[src/rtl/jcd_pkg.sv]
package jcd_pkg;
  typedef struct packed {
    logic rstSet;
    logic rstClr;
    logic irqSet;
    logic bypSet;
    logic bypClr;
    logic wake;
  } cmdStrobes_t;
endpackage

[src/rtl/jcd_ctrl.sv]
module jcd_ctrl
  import jcd_pkg::*;
#(
  parameter int IR_W = 4,
  parameter logic [IR_W-1:0] CODE_WAKE = 'b0001,
  parameter logic [IR_W-1:0] CODE_RST_ON = 'b0010,
  parameter logic [IR_W-1:0] CODE_RST_OFF = 'b0011,
  parameter logic [IR_W-1:0] CODE_IRQ = 'b0101,
  parameter logic [IR_W-1:0] CODE_BYP = 'b1111
) (
  input  logic [IR_W-1:0] irValue,
  input  logic            irUpdate,
  input  logic            sleepMode,
  input  logic            standbyMode,
  output cmdStrobes_t     strb
);
  logic isWake, isRstOn, isRstOff, isIrq, isByp, isKnown, lowPower;

  always_comb begin
    isWake   = (irValue == CODE_WAKE);
    isRstOn  = (irValue == CODE_RST_ON);
    isRstOff = (irValue == CODE_RST_OFF);
    isIrq    = (irValue == CODE_IRQ);
    isByp    = (irValue == CODE_BYP);
    isKnown  = isWake | isRstOn | isRstOff | isIrq | isByp;
    lowPower = sleepMode | standbyMode;

    strb.rstSet = irUpdate & isRstOn;
    strb.rstClr = irUpdate & isRstOff;
    // interrupt commands in a low-power mode are dropped outright
    strb.irqSet = irUpdate & isIrq & ~lowPower;
    strb.bypSet = irUpdate & isByp;
    strb.bypClr = irUpdate & isKnown & ~isByp;
    strb.wake   = irUpdate & isWake & sleepMode;
  end
endmodule

[src/rtl/jcd_datapath.sv]
module jcd_datapath
  import jcd_pkg::*;
#(
  parameter int LVL_W = 4,
  parameter int IRQ_LEVEL = 15
) (
  input  logic             clk,
  input  logic             rstN,
  input  logic             tlrActive,
  input  logic             irqAck,
  input  cmdStrobes_t      strb,
  output logic             dbgReset,
  output logic             irqReq,
  output logic [LVL_W-1:0] irqLevel,
  output logic             bypassEn,
  output logic             wakePulse
);
  localparam logic [LVL_W-1:0] LVL = LVL_W'(IRQ_LEVEL);

  always_ff @(posedge clk) begin
    if (!rstN) begin
      dbgReset  <= 1'b0;
      irqReq    <= 1'b0;
      bypassEn  <= 1'b0;
      wakePulse <= 1'b0;
    end else begin
      if (strb.rstSet)      dbgReset <= 1'b1;
      else if (strb.rstClr) dbgReset <= 1'b0;

      irqReq <= (irqReq & ~irqAck) | strb.irqSet;

      if (tlrActive)        bypassEn <= 1'b0;
      else if (strb.bypSet) bypassEn <= 1'b1;
      else if (strb.bypClr) bypassEn <= 1'b0;

      wakePulse <= strb.wake;
    end
  end

  assign irqLevel = irqReq ? LVL : '0;

  p_rst_hold_r2: assert property (@(posedge clk) disable iff (!rstN)
    (!strb.rstSet && !strb.rstClr) |=> $stable(dbgReset));
  p_irq_pending_r5: assert property (@(posedge clk) disable iff (!rstN)
    (irqReq && !irqAck) |=> irqReq);
  p_tlr_clears_r8: assert property (@(posedge clk) disable iff (!rstN)
    tlrActive |=> !bypassEn);
  p_wake_source_r9: assert property (@(posedge clk) disable iff (!rstN)
    !strb.wake |=> !wakePulse);
endmodule

[src/rtl/jtag_cmd_decoder.sv]
module jtag_cmd_decoder
  import jcd_pkg::*;
#(
  parameter int IR_W = 4,
  parameter int LVL_W = 4,
  parameter int IRQ_LEVEL = 15,
  parameter logic [IR_W-1:0] CODE_WAKE = 'b0001,
  parameter logic [IR_W-1:0] CODE_RST_ON = 'b0010,
  parameter logic [IR_W-1:0] CODE_RST_OFF = 'b0011,
  parameter logic [IR_W-1:0] CODE_IRQ = 'b0101,
  parameter logic [IR_W-1:0] CODE_BYP = 'b1111
) (
  input  logic             clk,
  input  logic             rstN,
  input  logic             tlrActive,
  input  logic [IR_W-1:0]  irValue,
  input  logic             irUpdate,
  input  logic             sleepMode,
  input  logic             standbyMode,
  input  logic             irqAck,
  output logic             dbgReset,
  output logic             irqReq,
  output logic [LVL_W-1:0] irqLevel,
  output logic             bypassEn,
  output logic             wakePulse
);
  cmdStrobes_t strb;

  jcd_ctrl #(
    .IR_W(IR_W), .CODE_WAKE(CODE_WAKE), .CODE_RST_ON(CODE_RST_ON),
    .CODE_RST_OFF(CODE_RST_OFF), .CODE_IRQ(CODE_IRQ), .CODE_BYP(CODE_BYP)
  ) u_ctrl (
    .irValue(irValue), .irUpdate(irUpdate), .sleepMode(sleepMode),
    .standbyMode(standbyMode), .strb(strb)
  );

  jcd_datapath #(.LVL_W(LVL_W), .IRQ_LEVEL(IRQ_LEVEL)) u_dp (
    .clk(clk), .rstN(rstN), .tlrActive(tlrActive), .irqAck(irqAck),
    .strb(strb), .dbgReset(dbgReset), .irqReq(irqReq), .irqLevel(irqLevel),
    .bypassEn(bypassEn), .wakePulse(wakePulse)
  );

  logic unknownCode;
  assign unknownCode = (irValue != CODE_WAKE) && (irValue != CODE_RST_ON) &&
                       (irValue != CODE_RST_OFF) && (irValue != CODE_IRQ) &&
                       (irValue != CODE_BYP);

  p_irq_dropped_r6: assert property (@(posedge clk) disable iff (!rstN)
    (irUpdate && irValue == CODE_IRQ && (sleepMode || standbyMode) && !irqReq)
      |=> !irqReq);
  p_unknown_inert_r10: assert property (@(posedge clk) disable iff (!rstN)
    (irUpdate && unknownCode && !tlrActive && !irqAck)
      |=> ($stable(dbgReset) && $stable(irqReq) && $stable(bypassEn) && !wakePulse));
  p_no_strobe_inert_r11: assert property (@(posedge clk) disable iff (!rstN)
    (!irUpdate && !tlrActive && !irqAck)
      |=> ($stable(dbgReset) && $stable(irqReq) && $stable(bypassEn) && !wakePulse));
endmodule

[config.mk]
export PLATFORM = sky130hd
export DESIGN_NAME = jtag_cmd_decoder
export DESIGN_NICKNAME = d
export VERILOG_FILES = /design/src/rtl/jcd_pkg.sv /design/src/rtl/jcd_ctrl.sv /design/src/rtl/jcd_datapath.sv /design/src/rtl/jtag_cmd_decoder.sv
export SDC_FILE = /design/constraint.sdc
export NUM_CORES = 1
export LEC_CHECK = 0
export ABC_CLOCK_PERIOD_IN_PS = 1500
export CORE_AREA = 5 5 42 44
export CTS_CLUSTER_DIAMETER = 120
export DETAILED_ROUTE_END_ITERATION = 6
export DIE_AREA = 0 0 47 49
export PLACE_DENSITY = 0.58
export SLEW_MARGIN = 40
export SYNTH_ARGS = -nofsm -noshare
export SYNTH_HDL_FRONTEND = slang
export SYNTH_SLANG_ARGS = --single-unit
[constraint.sdc]
create_clock -name clk -period 1.5 [get_ports clk]
set_input_delay 0.225 -clock clk [delete_from_list [all_inputs] [get_ports clk]]
set_output_delay 0.225 -clock clk [all_outputs]
set_load 0.01 [all_outputs]
==> results.sh, run 1 <==
export IMPL_r2r_end="u_dp.irqReq"
export IMPL_fin_skew_ns=0
export IMPL_h_tree_depth=1
export IMPL_power_density_mw_per_mm2=697
export IMPL_synthCells=24
export IMPL_antenna_cells=0
export IMPL_grt_max_degree=7
export IMPL_grt_pass1_vias=220
export IMPL_pwr_share_comb=0.162
export IMPL_wl_um=613
export IMPL_yosys_top_cells_area="dfxtp_1, buf_4, nor4b_2"
export IMPL_io_pins=19
export IMPL_slew_violations=0
export IMPL_total_power_mw=0.291
export IMPL_clk_latency_ns=0.23
export IMPL_dieArea_sq_mm=0.00230
export IMPL_whs_endpoint="u_dp.bypassEn"
export IMPL_min_from="u_dp.bypassEn"
export IMPL_postCtsSetupBuffers=0
export IMPL_cts_root_buf="clkbuf_4"
export IMPL_reg2regPathDepth=2
export IMPL_ys_seq_area_frac=0.356
export IMPL_async_reset_ff_frac=0
export IMPL_vias=226
export IMPL_start_kind="flip-flop"
export IMPL_whs_path_depth=2
export IMPL_layout_nets=54
export IMPL_slew_headroom=0.828
export IMPL_pwr_share_clk=0.463
export IMPL_max_stage_delay_ns=0.57
export IMPL_critPathCaptureType="output pin"
export IMPL_syn_area_sq_um=225
export IMPL_min_period_over_period=0.943
export IMPL_clk_pin_slew_ns=0.04
export IMPL_yosys_cell_types_count=17
export IMPL_ant_nets=0
export IMPL_core_sq_mm=0.00140
export IMPL_cts_sinks=4
export IMPL_yosys_area_top_type="dfxtp_1"
export IMPL_crit_fanout=6
export IMPL_swShare=0.209
export IMPL_synth_common_cells="buf_4, dfxtp_1, nand2_1"
export IMPL_worst_path_buf_inv=1
export IMPL_dominantRegCellSynth="dfxtp_1"
export IMPL_cts_buffers=3
export IMPL_slowest_stage="clkdlybuf4s50_1"
export IMPL_design_area_sq_um=418
export IMPL_synth_edff_count=0
export IMPL_setup_tns_ns=0
export IMPL_critPathTopFamily="buffers and inverters"
export IMPL_fin_util=0.298
export IMPL_dp_hpwl_um=502
export IMPL_placed_area_sq_um=395
export IMPL_crit_arrival_ns=1.19
export IMPL_tightest_slew_ns=0.255
export IMPL_globalplace_congestion=0.662
export IMPL_drt_iter0_drc=1
export IMPL_fp_dieW_um=47
export IMPL_r2r_start="u_dp.irqReq"
export IMPL_setup_viol=0
export IMPL_leakage_nw=0.156
export IMPL_routed_via_density=3.96
export IMPL_drive_gt1_frac=0.122
export IMPL_antenna_found_initial=0
export IMPL_synthesis_nets=35
export IMPL_synth_seq_cells=4
export IMPL_die_h_um=49
export IMPL_path_class="flip-flop to output pin"
export IMPL_maxCapViolCount=0
export IMPL_cp_cell_sequence="clkdlybuf4s50_1"
export IMPL_rrSetupSlack_ns=0.74
export IMPL_cts_buffer_depth=2
export IMPL_grt_remaining_overflow=0
export IMPL_switchingPower_mw=0.0610
export IMPL_grtUsageTotal=0.0592
export IMPL_whs_ns=0.452
export IMPL_hold_class="flip-flop to flip-flop"
export IMPL_seqPwrFrac=0.375
export IMPL_syn_area_per_cell_sq_um=9.38
export IMPL_post_cts_resized=0
export IMPL_drc=0
export IMPL_rsz0062_at_grt="no"
export IMPL_outcome="complete, no violations"
export IMPL_num_rows=14
export IMPL_dr_pass1_iters=2
export IMPL_port_buffers=18
export IMPL_ys_warn_count=0
export IMPL_grt_first_pass_wirelength_um=910
export IMPL_max_freq_mhz=707
export IMPL_cts_hold_buf=0
export IMPL_cts_tree="done"
export IMPL_ir_drop_mv=0.201
export IMPL_power_internal_mw=0.230
export IMPL_syn_to_final_growth_pct=85.6
export IMPL_start_util=0.161
export IMPL_drt_wirelength_per_cell_um=10.8
export IMPL_hold_viol=0
export IMPL_cp_required_ns=1.27
export IMPL_fin_crit_ns=1.41
export IMPL_netlist_area_leader_share=0.356
==> final cells by class <==
cell class	count	area, sq um
Fill cell	165	983
Timing Repair Buffer	18	180
Multi-Input combinational cell	15	111
Sequential cell	4	80.1
Clock buffer	3	22.5
Tap cell	16	20.0
Inverter	1	3.75
==> layer usage <==
metal | track usage | routed length [um] | vias up
met5 | 0 | 0 | -
li1 | - | - | 119
met4 | 0.0415 | 0 | 0
met2 | 0.0701 | 297 | 8
met1 | 0.0703 | 242 | 99
met3 | 0.0443 | 73 | 0
==> registers in the layout (all words and copies together) (netlist names) <==
| register | flops |
|---|---|
| u_dp.bypassEn | 1 |
| u_dp.dbgReset | 1 |
| u_dp.irqReq | 1 |
| u_dp.wakePulse | 1 |
==> layout by cell type (no fill, tap or decap), drive strengths merged, types with 2 or more instances in the layout <==
cell	n
nand2	2
clkdlybuf4s50	18
clkbuf	3
dfxtp	4
==> worst register-to-register path: stages (launching register included) <==
cell	delay (ns)
dfxtp_1	0.34
nor2b_1	0.14
o21a_1	0.18
==> metrics by stage <==
step | setup WS, ns | cells
floorplan | 0.687 | 24
global placement | 0.125 | 54
detailed placement | 0.116 | 54
CTS | 0.0603 | 57
global route | 0.00884 | 57
finish | 0.0851 | 57
==> how the worst max path moves through the flow <==
stage / from / endpoint / slack (ns) / depth (start not counted)
after CTS: u_dp.irqReq / irqLevel[1] / 0.06 / 1
after detailed placement: irValue[3] / u_dp.irqReq / 0.12 / 4
final: u_dp.irqReq / irqReq / 0.09 / 1
after global placement: irValue[3] / u_dp.irqReq / 0.13 / 4
after global routing: u_dp.irqReq / irqLevel[2] / 0.009 / 1
after floorplan: irValue[3] / u_dp.irqReq / 0.69 / 3
==> power groups by stage <==
stage | clock (mW) | combinational (mW) | sequential, mW
after detailed placement | 0 | 0.0476 | 0.111
after global placement | 0 | 0.0473 | 0.111
after floorplan | 0 | 0.0104 | 0.111
after global routing | 0.152 | 0.0509 | 0.109
after CTS | 0.144 | 0.0480 | 0.109
final | 0.135 | 0.0473 | 0.109
==> cells by family after synthesis <==
logic type,Yosys count,share of synthesized area
flip-flops,4,0.356
buffers and inverters,5,0.150
AND/OR/NAND/NOR,11,0.356
AO/OA/AOI/OAI,4,0.139
Note: power is estimated with default switching activity, not from simulation.
==> inputs of run 2 (changes only) <==
Settings changed: CTS_CLUSTER_SIZE from default to 8.
==> results of run 2 <==
The final DEF is identical to that of run 1; final timing and power are the same.
